`src/rtl/sra_pkg.sv`:
```
package sra_pkg;
  localparam int BYTE_W = 8;
  localparam int ADDR_W = 4;
  localparam int WORD_W = 32;

  // Configuration bits that steer the read path.
  localparam int CFG_PIN_SEL_BIT = 24;
  localparam int CFG_LSB_FIRST_BIT = 25;
  localparam int CFG_ASCEND_BIT = 26;

  typedef enum logic [1:0] {
    RG_DOR = 2'd0,
    RG_CFG = 2'd1,
    RG_OFS = 2'd2,
    RG_FSC = 2'd3
  } region_e;

  typedef enum logic {
    XS_INSN = 1'b0,
    XS_DATA = 1'b1
  } xstate_e;
endpackage

```
`src/rtl/sra_front.sv`:
```
module sra_front #(
  parameter int STAGES = 2
) (
  input  logic clk,
  input  logic rst,
  input  logic sclk_i,
  input  logic dat_i,
  output logic rise_o,
  output logic fall_o,
  output logic dat_o
);
  logic [1:0] pipe_q [STAGES];
  logic       sclk_prev_q;

  always_ff @(posedge clk) begin
    if (rst) begin
      for (int i = 0; i < STAGES; i++) pipe_q[i] <= 2'b00;
      sclk_prev_q <= 1'b0;
    end else begin
      pipe_q[0] <= {sclk_i, dat_i};
      for (int i = 1; i < STAGES; i++) pipe_q[i] <= pipe_q[i-1];
      sclk_prev_q <= pipe_q[STAGES-1][1];
    end
  end

  assign rise_o = pipe_q[STAGES-1][1] & ~sclk_prev_q;
  assign fall_o = ~pipe_q[STAGES-1][1] & sclk_prev_q;
  assign dat_o  = pipe_q[STAGES-1][0];
endmodule

```
`src/rtl/sra_regfile.sv`:
```
module sra_regfile
  import sra_pkg::*;
#(
  parameter logic [WORD_W-1:0] CMD_RESET = 32'h0001_0017,
  parameter int CAL_BYTES = 3
) (
  input  logic                     clk,
  input  logic                     rst,
  input  logic                     we_i,
  input  logic [ADDR_W-1:0]        addr_i,
  input  logic [BYTE_W-1:0]        wdata_i,
  input  logic [CAL_BYTES*8-1:0]   dor_i,
  output logic [BYTE_W-1:0]        rdata_o,
  output logic [WORD_W-1:0]        cfg_o,
  output logic [CAL_BYTES*8-1:0]   ofs_o,
  output logic [CAL_BYTES*8-1:0]   fsc_o
);
  localparam int CFG_BYTES = WORD_W / BYTE_W;
  localparam int PAD_W = WORD_W - CAL_BYTES * 8;

  region_e    reg_sel;
  logic [1:0] byte_sel;
  logic [WORD_W-1:0] word;

  assign reg_sel  = region_e'(addr_i[3:2]);
  assign byte_sel = addr_i[1:0];

  for (genvar b = 0; b < CFG_BYTES; b++) begin : g_cfg
    logic [BYTE_W-1:0] q;
    always_ff @(posedge clk) begin
      if (rst) q <= CMD_RESET[8*b +: 8];
      else if (we_i && reg_sel == RG_CFG && byte_sel == 2'(b)) q <= wdata_i;
    end
    assign cfg_o[8*b +: 8] = q;
  end

  for (genvar b = 0; b < CAL_BYTES; b++) begin : g_cal
    logic [BYTE_W-1:0] ofs_q;
    logic [BYTE_W-1:0] fsc_q;
    always_ff @(posedge clk) begin
      if (rst) begin
        ofs_q <= '0;
        fsc_q <= '0;
      end else if (we_i && byte_sel == 2'(b)) begin
        if (reg_sel == RG_OFS) ofs_q <= wdata_i;
        if (reg_sel == RG_FSC) fsc_q <= wdata_i;
      end
    end
    assign ofs_o[8*b +: 8] = ofs_q;
    assign fsc_o[8*b +: 8] = fsc_q;
  end

  always_comb begin
    case (reg_sel)
      RG_DOR:  word = {{PAD_W{1'b0}}, dor_i};
      RG_CFG:  word = cfg_o;
      RG_OFS:  word = {{PAD_W{1'b0}}, ofs_o};
      default: word = {{PAD_W{1'b0}}, fsc_o};
    endcase
    rdata_o = word[{byte_sel, 3'b000} +: 8];
  end
endmodule

```
`src/rtl/sra_xfer.sv`:
```
module sra_xfer
  import sra_pkg::*;
#(
  parameter int TMO_CYCLES = 128
) (
  input  logic              clk,
  input  logic              rst,
  input  logic              rise_i,
  input  logic              fall_i,
  input  logic              din_i,
  input  logic [BYTE_W-1:0] rdata_i,
  input  logic              lsb_first_i,
  input  logic              ascend_i,
  input  logic              pin_sel_i,
  output logic [ADDR_W-1:0] addr_o,
  output logic              we_o,
  output logic [BYTE_W-1:0] wdata_o,
  output logic              sdo_o,
  output logic              sdio_oe_o,
  output logic              sdout_oe_o,
  output logic              busy_o
);
  localparam int TW = $clog2(TMO_CYCLES) + 1;

  xstate_e           st_q;
  logic [2:0]        bit_q;
  logic [6:0]        sh_q;
  logic              rd_q;
  logic [1:0]        left_q;
  logic [ADDR_W-1:0] addr_q;
  logic [BYTE_W-1:0] rbyte_q;
  logic              sdo_q;
  logic              sdio_oe_q;
  logic              sdout_oe_q;
  logic [TW-1:0]     idle_q;

  logic              quiet;
  logic              tmo_hit;
  logic              last_bit;
  logic              rd_phase;
  logic [BYTE_W-1:0] src;
  logic [2:0]        sel;

  assign quiet    = ~rise_i & ~fall_i;
  assign busy_o   = (st_q == XS_DATA) || (bit_q != 3'd0);
  assign tmo_hit  = busy_o && quiet && (idle_q == TW'(TMO_CYCLES - 1));
  assign last_bit = (bit_q == 3'd7);
  assign rd_phase = (st_q == XS_DATA) && rd_q;
  assign we_o     = fall_i && (st_q == XS_DATA) && !rd_q && last_bit;
  assign wdata_o  = {sh_q, din_i};
  assign addr_o   = addr_q;
  assign src      = (bit_q == 3'd0) ? rdata_i : rbyte_q;
  assign sel      = lsb_first_i ? bit_q : 3'd7 - bit_q;

  always_ff @(posedge clk) begin
    if (rst) begin
      st_q       <= XS_INSN;
      bit_q      <= '0;
      sh_q       <= '0;
      rd_q       <= 1'b0;
      left_q     <= '0;
      addr_q     <= '0;
      rbyte_q    <= '0;
      sdo_q      <= 1'b0;
      sdio_oe_q  <= 1'b0;
      sdout_oe_q <= 1'b0;
      idle_q     <= '0;
    end else begin
      sdio_oe_q  <= rd_phase && !pin_sel_i;
      sdout_oe_q <= rd_phase && pin_sel_i;
      if (tmo_hit) begin
        st_q   <= XS_INSN;
        bit_q  <= '0;
        idle_q <= '0;
      end else begin
        idle_q <= (busy_o && quiet) ? idle_q + 1'b1 : '0;
        if (fall_i) begin
          bit_q <= bit_q + 3'd1;
          sh_q  <= {sh_q[5:0], din_i};
          if (last_bit) begin
            if (st_q == XS_INSN) begin
              rd_q   <= sh_q[6];
              left_q <= sh_q[5:4];
              addr_q <= {sh_q[2:0], din_i};
              st_q   <= XS_DATA;
            end else if (left_q == 2'd0) begin
              st_q <= XS_INSN;
            end else begin
              left_q <= left_q - 1'b1;
              addr_q <= (rd_q && ascend_i) ? addr_q + 1'b1 : addr_q - 1'b1;
            end
          end
        end
        if (rise_i && rd_phase) begin
          if (bit_q == 3'd0) rbyte_q <= rdata_i;
          sdo_q <= src[sel];
        end
      end
    end
  end

  assign sdo_o      = sdo_q;
  assign sdio_oe_o  = sdio_oe_q;
  assign sdout_oe_o = sdout_oe_q;
endmodule

```
`src/rtl/ser_reg_access.sv`:
```
module ser_reg_access
  import sra_pkg::*;
#(
  parameter int BIT_CLKS = 16,
  parameter int TMO_BITS = 8,
  parameter int SYNC_STAGES = 2,
  parameter logic [31:0] CMD_RESET = 32'h0001_0017
) (
  input  logic        clk,
  input  logic        rst,
  input  logic        sclk_i,
  input  logic        sdio_i,
  input  logic [23:0] dor_i,
  output logic        sdio_o,
  output logic        sdio_oe,
  output logic        sdout_o,
  output logic        sdout_oe,
  output logic [31:0] cfg_o,
  output logic [23:0] ofs_o,
  output logic [23:0] fsc_o
);
  localparam int TMO_CYCLES = BIT_CLKS * TMO_BITS;

  logic              sclk_rise;
  logic              sclk_fall;
  logic              din_s;
  logic [ADDR_W-1:0] addr;
  logic              we;
  logic [BYTE_W-1:0] wdata;
  logic [BYTE_W-1:0] rdata;
  logic              sdo;
  logic              busy;

  sra_front #(.STAGES(SYNC_STAGES)) front_i (
    .clk    (clk),
    .rst    (rst),
    .sclk_i (sclk_i),
    .dat_i  (sdio_i),
    .rise_o (sclk_rise),
    .fall_o (sclk_fall),
    .dat_o  (din_s)
  );

  sra_regfile #(.CMD_RESET(CMD_RESET), .CAL_BYTES(3)) regs_i (
    .clk     (clk),
    .rst     (rst),
    .we_i    (we),
    .addr_i  (addr),
    .wdata_i (wdata),
    .dor_i   (dor_i),
    .rdata_o (rdata),
    .cfg_o   (cfg_o),
    .ofs_o   (ofs_o),
    .fsc_o   (fsc_o)
  );

  sra_xfer #(.TMO_CYCLES(TMO_CYCLES)) xfer_i (
    .clk         (clk),
    .rst         (rst),
    .rise_i      (sclk_rise),
    .fall_i      (sclk_fall),
    .din_i       (din_s),
    .rdata_i     (rdata),
    .lsb_first_i (cfg_o[CFG_LSB_FIRST_BIT]),
    .ascend_i    (cfg_o[CFG_ASCEND_BIT]),
    .pin_sel_i   (cfg_o[CFG_PIN_SEL_BIT]),
    .addr_o      (addr),
    .we_o        (we),
    .wdata_o     (wdata),
    .sdo_o       (sdo),
    .sdio_oe_o   (sdio_oe),
    .sdout_oe_o  (sdout_oe),
    .busy_o      (busy)
  );

  assign sdio_o  = sdo;
  assign sdout_o = sdo;
endmodule

```
`config.mk`:
```
export PLATFORM = sky130hd
export DESIGN_NAME = ser_reg_access
export DESIGN_NICKNAME = d
export VERILOG_FILES = /design/src/rtl/sra_pkg.sv /design/src/rtl/sra_front.sv /design/src/rtl/sra_regfile.sv /design/src/rtl/sra_xfer.sv /design/src/rtl/ser_reg_access.sv
export SDC_FILE = /design/constraint.sdc
export NUM_CORES = 1
export LEC_CHECK = 0
export ABC_AREA = 1
export CORE_ASPECT_RATIO = 0.8
export CORE_MARGIN = 2
export CORE_UTILIZATION = 30
export DETAILED_ROUTE_END_ITERATION = 16
export DONT_BUFFER_PORTS = 1
export SYNTH_ARGS = -nofsm -noshare
export SYNTH_HDL_FRONTEND = slang
export SYNTH_SLANG_ARGS = --single-unit
export TNS_END_PERCENT = 30
```
`constraint.sdc`:
```
create_clock -name clk -period 3.1 [get_ports clk]
set_input_delay 0.465 -clock clk [delete_from_list [all_inputs] [get_ports clk]]
set_output_delay 0.465 -clock clk [all_outputs]
set_load 0.05 [all_outputs]
```
==> results of run 1 <==
## metal layers
layer  up-vias  share of wire
met1      2522           0.47
met3        16          0.097
met4         0          0.011
met2       190           0.42
met5         -              0
li1       2641              -
## kinds of logic (layout without fill, tap and decap cells)
group / after synthesis / after routing / synth area share
simple gates: 287 / 287 / 0.220
compound gates: 244 / 244 / 0.216
buf+inv: 150 / 144 / 0.106
flops: 122 / 122 / 0.426
fa+ha+maj: 10 / 10 / 0.0231
xor+xnor: 6 / 6 / 0.00917
## cell type report
| cell class | count | share of cell area |
|---|---|---|
| clock buffers | 17 | 0.0655 |
| clock inverters | 15 | 0.0256 |
| inverters | 105 | 0.0606 |
| multi-input cells | 547 | 0.413 |
| flip-flops and latches | 122 | 0.376 |
| well taps | 258 | 0.0497 |
| repair buffers | 7 | 0.0100 |
## cell usage in the layout (no fill, tap or decap), drive strengths merged, types with 3 or more instances in the layout
cell,instances
a21oi,112
a31oi,3
ha,9
clkbuf,17
nor2,72
buf,7
or2,8
nor3,6
nor3b,4
dfxtp,122
inv,110
clkinv,3
nand3,59
xor2,4
nand2,135
clkinvlp,5
o21ai,124
## flip-flops by register name, indices dropped and copies added, names as in the netlist, 2 cells and up
signal              cells
xfer_i.sh_q             7
xfer_i.idle_q           8
regs_i.g_cfg.q         32
regs_i.g_cal.ofs_q     24
xfer_i.bit_q            3
front_i.pipe_q          4
regs_i.g_cal.fsc_q     24
xfer_i.left_q           2
xfer_i.addr_o           4
xfer_i.rbyte_q          8
## worst paths after layout
check	cells after the start	end	slack [ns]	startpoint
min	1	front_i.pipe_q[0][2]$_SDFF_PP0_	0.10	rst
min reg2reg	2	front_i.pipe_q[0][2]$_SDFF_PP0_	0.40	front_i.pipe_q[0][0]$_SDFF_PP0_
max	9	regs_i.g_cfg[3].q[0]$_SDFFE_PP0P_	0.63	front_i.pipe_q[0][3]$_SDFF_PP0_
max reg2reg	9	regs_i.g_cfg[3].q[0]$_SDFFE_PP0P_	0.63	front_i.pipe_q[0][3]$_SDFF_PP0_
## power by group
group	switching (mW)	internal [mW]
registers	0.0214	1.57
logic	0.0766	0.0386
clock network	0.804	1.20
total	0.902	2.81
## worst max-delay path, delay by kind of cell, from the launching register on
kind	cells	cell delay [ns]
simple gates	3	0.94
fa+ha+maj	1	0.41
flops	1	0.31
compound gates	2	0.21
buf+inv	3	0.47
==> results.txt, run 1 <==
* Post-layout util: 0.345
* Synthesized netlist cell count: approximately 800
- Timing analysis after detailed placement gives a worst setup slack of roughly 0.67 ns.
* Maximum buffer depth of the clock tree: 2
- Starting density of the core: 0.304
* Async SR Flop Fraction: 0
- Of the post-synthesis cell area, the dominant cell type holds 0.426.
* Shortest period the worst path allows: 2.47 ns
* Cell repeated most along the worst path: sky130_fd_sc_hd__inv_1
* Initial antenna violation count: 0
* Count of hold-fix buffers inserted at cts: 0
* Clock tree from TritonCTS: done
- Leading register cell type out of synthesis: sky130_fd_sc_hd__dfxtp_1
* Area of all placed cells without fillers: about 0.0065 sq mm
- Count of endpoints failing setup in the final report: 0
* Vias in the first global route: between 4000 and 5000
- Number of clock buffers inserted by TritonCTS: 17
- Number of gates given a new drive strength after cts: 0
* Register area share after synthesis: 0.426
* Post-detailed-route wirelength per cell: 18.1 um
* Total I/O pin count: 112
- In the final layout, the share of cells above drive strength 1 is 0.0775.
* Buffer count from post-CTS setup fixing: 0
- The synthesized design contains 0 enable-type register cells.
- Commonest cells in the synthesized netlist: sky130_fd_sc_hd__nand2_1 (135), sky130_fd_sc_hd__dfxtp_1 (122), sky130_fd_sc_hd__o21ai_0 (121), sky130_fd_sc_hd__a21oi_1 (112), sky130_fd_sc_hd__inv_1 (100)
* Run status: complete, no violations
* Latest clock arrival within the worst-skew pair: 0.44 ns
- Layout filler cell count: between 2000 and 2500
- Clock tree sinks: 122
* Global Route met2 Usage: 0.275
* Startpoint type of the worst setup path: flip-flop
- For this run, global-route usage on met1 was measured as 0.272.
* Worst Setup Path Type: reg2reg
- sky130_fd_sc_hd__dfxtp_1 takes more of the synthesized area than any other cell.
- Worst hold path type: in2reg
- Buffers placed on the I/O ports in this run total 0.
- STA classifies the critical path endpoint as a flip-flop.
- Along the worst path, the maximum fanout reaches 13.
* Final wirelength: between 15 and 20 mm
* Worst slew pin tran: about 1 ns
* Routability congestion estimate from global placement: 0.874
* Cell with the most instances after synthesis: sky130_fd_sc_hd__nand2_1
- After clock tree synthesis, the clock-pin slew on the worst setup and hold paths is 0.06 ns.
- In this run the static leakage power is roughly 2.6 nW.
* Multi-input combinational cell area: between 0.002 and 0.003 sq mm
- Clock tree synthesis selected as its root buffer the cell sky130_fd_sc_hd__clkbuf_16.
- The detailed router finished its first iteration with 659 violations.
- A synthesized cell averages 7.00 sq um.
- At the end of the flow, the number of nets in the layout was 838.
* Slowest Stage Delay on Critical Path: 0.41 ns
- Chip Width: between 150 and 200 um
* Placed cell count: 1039
* Met3 global-route usage: 0.0760
* Data required, critical path: 3.41 ns
- Once routing completed, OpenROAD measured the worst setup slack at ~0.63 ns.
- Overall via count from detail_route: 5369
- Pwr/cell area: 571 mW/mm^2
- Headroom to the max-slew limit came out at 0.325.
* Synth cell types: 29
- Once detailed placement completed, the half-perimeter wirelength came to ~14 mm.
- IR analysis of the VDD net gives a maximum drop of 0.399 mV.
* Total power: 3.71 mW
- GR Util All Layers: 0.194
- Sorting the synthesized cells by area gives the leading types as sky130_fd_sc_hd__dfxtp_1 (43%), sky130_fd_sc_hd__o21ai_0 (11%), sky130_fd_sc_hd__a21oi_1 (9.8%).
- The H-tree generated during clock tree synthesis spans 4 levels.
- Detailed-route DRC error count: 0
- Flip-flop and latch count after synthesis: 122
- Chip height: 128 um
- The number of pins exceeding their max-slew limit in the final report is 0.
- Total congestion overflow after global routing: 0
- In the routed layout, each cell is associated on average with a via count of 5.01.
* Worst-case clock skew: 0.0167 ns
* Placeable Area: 0.0189 sq mm
- Summing all placed instances gives a cell area of between 0.005 and 0.006 sq mm.
- Pin count of the biggest net entering global routing: 66
- Period utilization: 0.796
- The number of endpoints with negative hold slack in the final report was 0.
* Standard cell with the maximum stage delay on the critical path: sky130_fd_sc_hd__ha_1
- The signal on the critical path passes through inv_1 > ha_1 > inv_2 > nor3_4 > nand2_1 > nor2_2 > inv_1 > o21ai_1 > a21oi_1.
- Across the whole layout, storage elements account for 0.00244 sq mm.
- Global-route wire length before repair: 28.9 mm
- The first TritonRoute pass finished after 5 iterations.
- P&R area growth vs syn: 13.4%
* RSZ-0062 raised after global routing: false
- Data arrival at the endpoint of the critical path: 2.78 ns
- Number of antenna cells inserted: 0
- Total nets after synthesis: about 860
- On the final layout, the worst hold slack is ~0.1 ns.
* Total of max-cap violations: 0
* Placement row count: between 40 and 50
- The Yosys step of the flow raised 0 warnings.
- Setup total negative slack on the finished layout was measured at 0 ns.
* Layer carrying the most global-route usage: met2
- Count of antenna-violating nets left after detailed routing: 0
* Final std cells w/o fill: 1071
- Derived from the worst setup path, the maximum achievable clock frequency is 0.405 GHz.
- Die ar.: approximately 0.020 sq mm
- In this run the cell area of the synthesized design comes to around 0.0057 sq mm.
(Power assumes the default switching activity.)
==> inputs of run 2 (changes only) <==
clock period = 2.15 ns   (was 3.1 ns; I/O delays follow)
==> run 2 against run 1 <==
  * Cell count rose by 9.9%
  * Critical endpoint is now xfer_i.sdo_o$_SDFFE_PP0P_
  * Sequential share of layout area decreased by 4.5 points
  * Combinational power grew 56%
  * Largest power group unchanged
==> results.txt, run 2 (synthesis gave the netlist of run 1 again) <==
- The first-pass detailed-route iteration total is 5 (unchanged).
- For hold timing, the worst endpoint is xfer_i.bit_q[0]$_SDFFE_PP0P_.
- Fmax achieved: 0.519 GHz (+28%)
- Routability congestion estimate from global placement: 0.894 (+2.3%)
- Worst reg2reg path startpoint: xfer_i.addr_o[0]$_SDFFE_PP0P_
- Placed cell count: 1141 (+9.8%)
* Sequential cell fraction of total power: 0.408 (-0.022)
* Nets@finish: 944 (+13%)
- The required time at the worst-slack endpoint was 2.44 ns (-0.97 ns).
- GR Util All Layers: 0.198 (+0.00308)
- Clk root buf: sky130_fd_sc_hd__clkbuf_16
- The worst setup path is launched from a flip-flop.
* Latest clock arrival within the worst-skew pair: 0.42 ns (-0.02 ns)
- In this run the critical register-to-register path is captured at xfer_i.sdo_o$_SDFFE_PP0P_.
- The I/O pin total was 112 (unchanged).
* Worst-case clock skew: 0.0173 ns (+0.000583 ns)
- The area growth from synthesis to layout is 29.0%.
* Depth of the most critical reg-to-reg path: 13 (+4)
- Global-route wire length before repair: 29.8 mm (+3.1%)
* Worst Setup Path Type: reg2reg
- The power density relative to cell area is 764 mW/mm^2 (+34%).
- Count of antenna-violating nets left after detailed routing: 0 (unchanged)
- Clock tree sinks: 122 (unchanged)
- Total congestion overflow after global routing: 0 (unchanged)
- The area of the core region came to 0.0189 sq mm (unchanged).
* Maximum buffer depth of the clock tree: 2 (unchanged)
* Overall via count from detail_route: 5727 (+6.7%)
- The quantity of I/O buffers inserted on ports was 0 (unchanged).
* Worst Setup Slack post-DPL: 0.0908 ns (-0.581 ns)
- The relative contribution of the clock network to total power came to 0.561 (+0.022).
- Routed vias/inst: 4.87 (-2.9%)
* Relative slew margins: 0.458 (+0.134)
- The number of diodes added for antenna fixing came to 0 (unchanged).
- Switching power summed over all nets: 1.19 mW (+32%)
- TritonCTS built the clock tree.
- In the final layout, the registers with the most flip-flops are regs_i.g_cfg.q (32), regs_i.g_cal.fsc_q (24), regs_i.g_cal.ofs_q (24).
- The proportion of power drawn by combinational gates came to 0.032 (about the same).
- Most common cell after layout, fill and taps aside: sky130_fd_sc_hd__nand2_1
* Placement row count: 45 (unchanged)
- The worst setup path is captured at a flip-flop.
- The final critical-path required period was 1.93 ns (-0.541 ns).
* Initial antenna violation count: 0 (unchanged)
- Largest voltage drop on the vdd net: 0.459 mV (+15%)
* Number of clock buffers inserted by TritonCTS: 17 (unchanged)
- The number of pins exceeding their max-slew limit in the final report came to 0 (unchanged).
* Worst slew pin tran: 0.811 ns (-0.200 ns)
- The worst hold path begins at rst.
* Post-detailed-route wirelength per cell: 16.6 um (-7.9%)
* P_leak: 3.21 nW (+23%)
* H-Tree Level Count: 4 (unchanged)
- Leaving out fill and tap cells, the most frequent cells in the layout are sky130_fd_sc_hd__nand2_1 (135), sky130_fd_sc_hd__o21ai_0 (120), sky130_fd_sc_hd__dfxtp_1 (119).
- Pin count of the biggest net entering global routing: 43 (-35%)
- Run status: complete, no violations
* Vias in the first global route: 5171 (+10%)
- RSZ-0062 raised after global routing: false
- Worst hold path type: in2reg
- The post-DP HPWL came to 14.4 mm (+3.7%).
- The full die area was 0.0202 sq mm (unchanged).
* Detailed-route DRC error count: 0 (unchanged)
- Total of max-cap violations: 0 (unchanged)
* Number of cells traversed by the worst hold path: 3 (+2)
- The maximum net fanout on the critical path came to 9 (-4).
- Register ranked first by flip-flop count: regs_i.g_cfg.q
- Setup_tns: 0 ns (unchanged)
- Clock Pin Slew Worst Setup and Hold Paths: 0.06 ns (about the same)
- Final wirelength: 19.6 mm (+1.2%)
- The die outline height is 128 um (unchanged).
* Violation count after the first detailed-route iteration: 482 (-27%)
* Post-layout util: 0.392 (+0.0474)
- The final non-filler cell total came to 1177 (+9.9%).
- The count of final setup violators is 0 (unchanged).
* Switching share of total power: 0.211 (-0.0318)
- The setup slack of the critical path after layout came to 0.223 ns (-0.409 ns).
* Max FFs per register: 32 (unchanged)
- Period utilization: 0.896 (+0.100)
- The number of endpoints with negative hold slack in the final report is 0 (unchanged).
- The effective utilization at floorplan is 0.304 (unchanged).
* Data arrival at the endpoint of the critical path: 2.21 ns (-0.57 ns)
- Internal reg-to-reg setup slack: 0.22 ns (-0.41 ns)
- Chip Width: 159 um (unchanged)
* Ratio of cells with drive above 1 in the final layout: 0.184 (+0.106)
* Cell internal power dissipation: 4.46 mW (+59%)
run 2: timing repair:
item,CTS,global route
hold endpoints to repair,8,0
hold buffers,3,0
resized for setup,0,8
setup endpoints to repair,0,30
setup buffers,0,1
run 2: worst max path at each step:
stage | cells past startpoint | to | slack (ns) | startpoint
global route | 13 | xfer_i.sdo_o$_SDFFE_PP0P_ | 0.009 | xfer_i.idle_q[1]$_SDFF_PP0_
finish | 13 | xfer_i.sdo_o$_SDFFE_PP0P_ | 0.22 | xfer_i.addr_o[0]$_SDFFE_PP0P_
global placement | 10 | xfer_i.idle_q[4]$_SDFF_PP0_ | 0.15 | xfer_i.bit_q[0]$_SDFFE_PP0P_
detailed placement | 10 | xfer_i.idle_q[6]$_SDFF_PP0_ | 0.09 | xfer_i.bit_q[0]$_SDFFE_PP0P_
CTS | 10 | xfer_i.idle_q[6]$_SDFF_PP0_ | 0.07 | xfer_i.bit_q[0]$_SDFFE_PP0P_
floorplan | 13 | xfer_i.sdo_o$_SDFFE_PP0P_ | 0.40 | xfer_i.idle_q[0]$_SDFF_PP0_
run 2: layer usage:
layer  global-route usage  vias to the layer above  share of wire
met1                0.280                     2656           0.47
met4               0.0594                        0          0.014
met5                    0                        -              0
li1                     -                     2852              -
met2                0.290                      200           0.43
met3               0.0573                       19          0.089
run 2: final cells by class:
class / count / area, sq um
Tap cell: 258 / 323
Clock buffer: 22 / 464
Timing Repair Buffer: 113 / 881
Sequential cell: 122 / 2450
Multi-Input combinational cell: 547 / 2690
Fill cell: 1981 / 11500
Clock inverter: 10 / 190
Inverter: 105 / 395
run 2: critical path: stages (launching register included):
cell	delay (ns)
sky130_fd_sc_hd__dfxtp_1	0.45
sky130_fd_sc_hd__inv_1	0.15
sky130_fd_sc_hd__nand2_1	0.32
sky130_fd_sc_hd__inv_1	0.16
sky130_fd_sc_hd__nand2_1	0.10
sky130_fd_sc_hd__nor2_1	0.05
sky130_fd_sc_hd__nor2_1	0.11
sky130_fd_sc_hd__nand2_1	0.06
sky130_fd_sc_hd__nand2_1	0.07
sky130_fd_sc_hd__nand2_1	0.05
sky130_fd_sc_hd__nand2_1	0.08
sky130_fd_sc_hd__nand3_1	0.06
sky130_fd_sc_hd__nand3_1	0.08
sky130_fd_sc_hd__a21oi_1	0.06
run 2: metrics by stage:
stage          cell area, sq um  power [mW]  hold slack [ns]
6_report                   7390        5.65            0.118
3_3_place_gp               6670        2.51            0.395
4_1_cts                    7360        5.67           0.0946
2_1_floorplan              5730        2.46            0.388
3_5_place_dp               6670        2.52            0.397
5_1_grt                    7390        5.81            0.146
run 2: power by group through the flow:
stage / sequential (mW) / clock (mW) / combinational (mW)
3_3_place_gp: 2.35 / 0 / 0.165
3_5_place_dp: 2.35 / 0 / 0.166
4_1_cts: 2.30 / 3.20 / 0.174
5_1_grt: 2.30 / 3.31 / 0.204
6_report: 2.30 / 3.17 / 0.179
2_1_floorplan: 2.33 / 0 / 0.133
==> inputs of run 3 (changes only) <==
ABC_AREA = default   (was 1)
==> run 3 against run 2 <==
  * Sequential power hardly changed
  * Combinational power about the same
  * Sequential share of layout area decreased by 2.6 points
  * Synthesized cell count is 26% lower
  * Register-to-register slack lost 0.19 ns
  * Fmax fell by 9.1%
  * Flip-flop and latch count stayed put
  * Non-clock buffer count is 49 higher
  * Via count shrank 11%
  * Critical path type unchanged
  * Highest routed layer unchanged
==> results.txt, run 3 <==
- The total power came to 5.47 mW (-3.2%).
* Pwr/cell area: 679 mW/mm^2 (-11%)
- M1 wire length: 9.73 mm (+6.7%)
- In the final layout, the registers with the most flip-flops are regs_i.g_cfg.q (32), regs_i.g_cal.fsc_q (24), regs_i.g_cal.ofs_q (24).
- The relative slew slack was 0.488 (+0.0297).
* Chip height: 129 um (+1.4%)
* Fmax achieved: 0.472 GHz (-9.1%)
- Top post-synthesis cells by area: sky130_fd_sc_hd__dfxtp_1 (41%), sky130_fd_sc_hd__mux2i_1 (15%), sky130_fd_sc_hd__nor2_1 (7.8%)
- The number of flip-flops under the largest register name came to 32 (unchanged).
- The worst setup slack before clock tree synthesis is -0.129 ns (-0.220 ns).
* Placed cell count: 966 (-15%)
- The insertion delay of the later-clocked pin in the worst-skew pair is 0.42 ns (about the same).
- The area of the core region came to 0.0191 sq mm (+1.5%).
- Worst-case clock skew: 0.00919 ns (-0.00813 ns)
* Clk root buf: sky130_fd_sc_hd__clkbuf_16
* Count of antenna-violating nets left after detailed routing: 0 (unchanged)
- The average instance area after synthesis was 9.76 sq um (+39%).
- Total of max-cap violations: 0 (unchanged)
* Startpoint type of the worst setup path: flip-flop
- Largest voltage drop on the vdd net: 0.420 mV (-8.6%)
- Estimated wirelength of the detail-placed design: 14.6 mm (+1.7%)
* Number of antenna cells inserted: 0 (unchanged)
- The count of final setup violators is 0 (unchanged).
- Standard cell with the maximum stage delay on the critical path: sky130_fd_sc_hd__dfxtp_4
- Period utilization: 0.986 (+0.0894)
* Largest delay share family, worst path: compound AO/OA/AOI/OAI gates
* Total nets after synthesis: 642 (-25%)
* Layout filler cell count: 1845 (-6.9%)
- The leakage power summed over all cells came to 3.04 nW (-5.4%).
- The ratio of cells with drive above 1 in the final layout came to 0.343 (+0.159).
- Register ranked first by flip-flop count: regs_i.g_cfg.q
- The wire length of the first global-routing pass came to 30.8 mm (+3.2%).
- Data required, critical path: 2.45 ns (about the same)
- Post-detailed-route wirelength per cell: 20.1 um (+21%)
- Run status: complete, no violations
- The detailed-routed wire length on met3 was 1.59 mm (-8.4%).
* Synth cell types: 68 (+130%)
- Die ar.: 0.0208 sq mm (+2.8%)
* Commonest non-fill, non-tap cells in the layout: sky130_fd_sc_hd__buf_4 (148), sky130_fd_sc_hd__nor2_1 (122), sky130_fd_sc_hd__dfxtp_1 (118)
- Slowest Stage Delay on Critical Path: 0.42 ns (-0.03 ns)
* Overall via count from detail_route: 5111 (-11%)
- The horizontal die dimension is 161 um (+1.4%).
- The final core utilization came to 0.421 (+0.0286).
- The combined area of all synthesized cells came to 0.00589 sq mm (+2.9%).
* Pin count of the biggest net entering global routing: 60 (+40%)
- The number of buffers created by CTS came to 17 (unchanged).
- Worst hold path type: in2reg
- The I/O pin total came to 112 (unchanged).
- Routability congestion estimate from global placement: 0.921 (+3.0%)
- GR Util All Layers: 0.198 (+0.000564)
- Highest routed metal layer: met4
- The worst hold margin came to 0.0165 ns (-0.101 ns).
* Initial antenna violation count: 0 (unchanged)
- Nature of the critical path endpoint: flip-flop
- The placed instance area is 0.00718 sq mm (+7.7%).
- Buffering stage count on the worst path with inverters included: 2 (unchanged)
- The number of pins exceeding their max-slew limit in the final report was 0 (unchanged).
- Worst setup slack after layout: 0.0309 ns (-0.192 ns)
* Final Hold Viols: 0 (unchanged)
- Maximum fanout along the worst path: 19 (+10)
* Port Buf Inserts: 0 (unchanged)
* Final std cells w/o fill: 1008 (-14%)
- Number of flops mapped to enable cells by yosys: 0 (unchanged)
- Worst Setup Path Type: reg2reg
- The cell row count was 45 (unchanged).
- The proportion of netlist area held by the largest area contributor came to 0.414 (-0.0119).
- Among all flip-flop cells after synthesis, the most frequent one is sky130_fd_sc_hd__dfxtp_1.
- Nets@finish: 775 (-18%)
* Synthesized netlist cell count: 604 (-26%)
- The worst endpoint data arrival time was 2.42 ns (+0.21 ns).
* Clock Pin Slew Worst Setup and Hold Paths: 0.06 ns (about the same)
* Detailed-route DRC error count: 0 (unchanged)
- Setup repair after global routing could not meet its margin everywhere.
- The area growth from synthesis to layout is 36.6%.
* Total congestion overflow after global routing: 0 (unchanged)
* Leading area contributor after synthesis: sky130_fd_sc_hd__dfxtp_1
- The async set-reset flop share out of synthesis is 0 (unchanged).
- The effective utilization at floorplan is 0.308 (+0.00409).
* Number of iterations in the first detailed-routing pass: 5 (unchanged)
- Clock tree sinks: 122 (unchanged)
- The final non-filler cell area was 0.00805 sq mm (+8.9%).
* Worst slew pin tran: 0.767 ns (-0.0445 ns)
* Setup_tns: 0 ns (unchanged)
- Final wirelength: 20.3 mm (+3.4%)
- TritonCTS built the clock tree.
* H-Tree Level Count: 4 (unchanged)
* Register area share after synthesis: 0.414 (-0.0119)
- Shortest period the worst path allows: 2.12 ns (+0.192 ns)
- Violation count after the first detailed-route iteration: 382 (-21%)
* Total of warnings raised by yosys: 0 (unchanged)
- Flip-flop and latch count after synthesis: 122 (unchanged)
- The detail-routed via count per cell came to 5.07 (+4.2%).
- Maximum buffer depth of the clock tree: 2 (unchanged)
* Vias in the first global route: 5000 (-3.3%)
- Commonest cells in the synthesized netlist: sky130_fd_sc_hd__dfxtp_1 (122), sky130_fd_sc_hd__nor2_1 (122), sky130_fd_sc_hd__mux2i_1 (91), sky130_fd_sc_hd__clkbuf_1 (27), sky130_fd_sc_hd__nand2_1 (27)
* Most common cell after layout, fill and taps aside: sky130_fd_sc_hd__buf_4
- The wire length on met2 was 8.71 mm (+3.1%).
- Traced cell by cell, the critical path runs through buf_12 > nand2_1 > a21oi_1 > o21ai_0 > a221oi_1 > buf_4 > o311ai_4 > a2bb2oi_2 > o41ai_2.
## run 3: cell count changes in the layout (fill, tap and decap cells not counted), moves of 17 or more
cell	delta
sky130_fd_sc_hd__buf_4	+40
sky130_fd_sc_hd__nor2_1	+59
sky130_fd_sc_hd__a21oi_1	-97
sky130_fd_sc_hd__o21ai_0	-116
sky130_fd_sc_hd__nand2_1	-108
sky130_fd_sc_hd__inv_1	-88
sky130_fd_sc_hd__nand3_1	-49
sky130_fd_sc_hd__mux2i_1	+91
sky130_fd_sc_hd__mux4_2	+17
## run 3: worst paths after layout
check	start	slack (ns)	end	depth (start not counted)
max reg2reg	xfer_i.addr_o[2]$_SDFFE_PP0P_	0.03	xfer_i.sdo_o$_SDFFE_PP0P_	9
min reg2reg	front_i.pipe_q[0][1]$_SDFF_PP0_	0.43	front_i.pipe_q[0][3]$_SDFF_PP0_	1
min	rst	0.02	regs_i.g_cfg[0].q[0]$_SDFFE_PP1P_	1
max	xfer_i.addr_o[2]$_SDFFE_PP0P_	0.03	xfer_i.sdo_o$_SDFFE_PP0P_	9
## run 3: repair_timing
action                                  in CTS  in global routing
pin swaps                                    1                  9
hold buffers                                 4                  0
buffers inserted                             4                  2
resized for setup                            7                 22
endpoints found under the hold margin       36                  0
endpoints found under the setup margin       1                  6
## run 3: cell type report
type / instances / area (sq um) / area share
tap: 258 / 323 / 0.0401
clock inverter: 13 / 166 / 0.0207
timing repair buffer: 162 / 1360 / 0.169
clock buffer: 19 / 453 / 0.0563
multi-input combinational: 422 / 3250 / 0.403
inverter: 12 / 45.0 / 0.00560
sequential: 122 / 2450 / 0.305
## run 3: kinds of logic after synthesis
group,count (synthesis),synth area share
compound gates,73,0.0909
xor+xnor,11,0.0163
fa+ha+maj,10,0.0225
buf+inv,60,0.0546
flops,122,0.414
mux,116,0.235
simple gates,212,0.167
## run 3: power breakdown
group | internal (mW) | leakage (nW) | total (mW) | switching (mW)
sequential | 2.26 | 0.986 | 2.27 | 0.00598
combinational | 0.0769 | 1.75 | 0.182 | 0.105
clock | 1.89 | 0.296 | 3.02 | 1.12
total | 4.23 | 3.04 | 5.47 | 1.23
## run 3: per-layer routing
layer  vias to the layer above  GRT usage
met1                      2506      0.281
li1                       2400          -
met4                         0     0.0593
met5                         -          0
met3                        17     0.0522
met2                       188      0.297
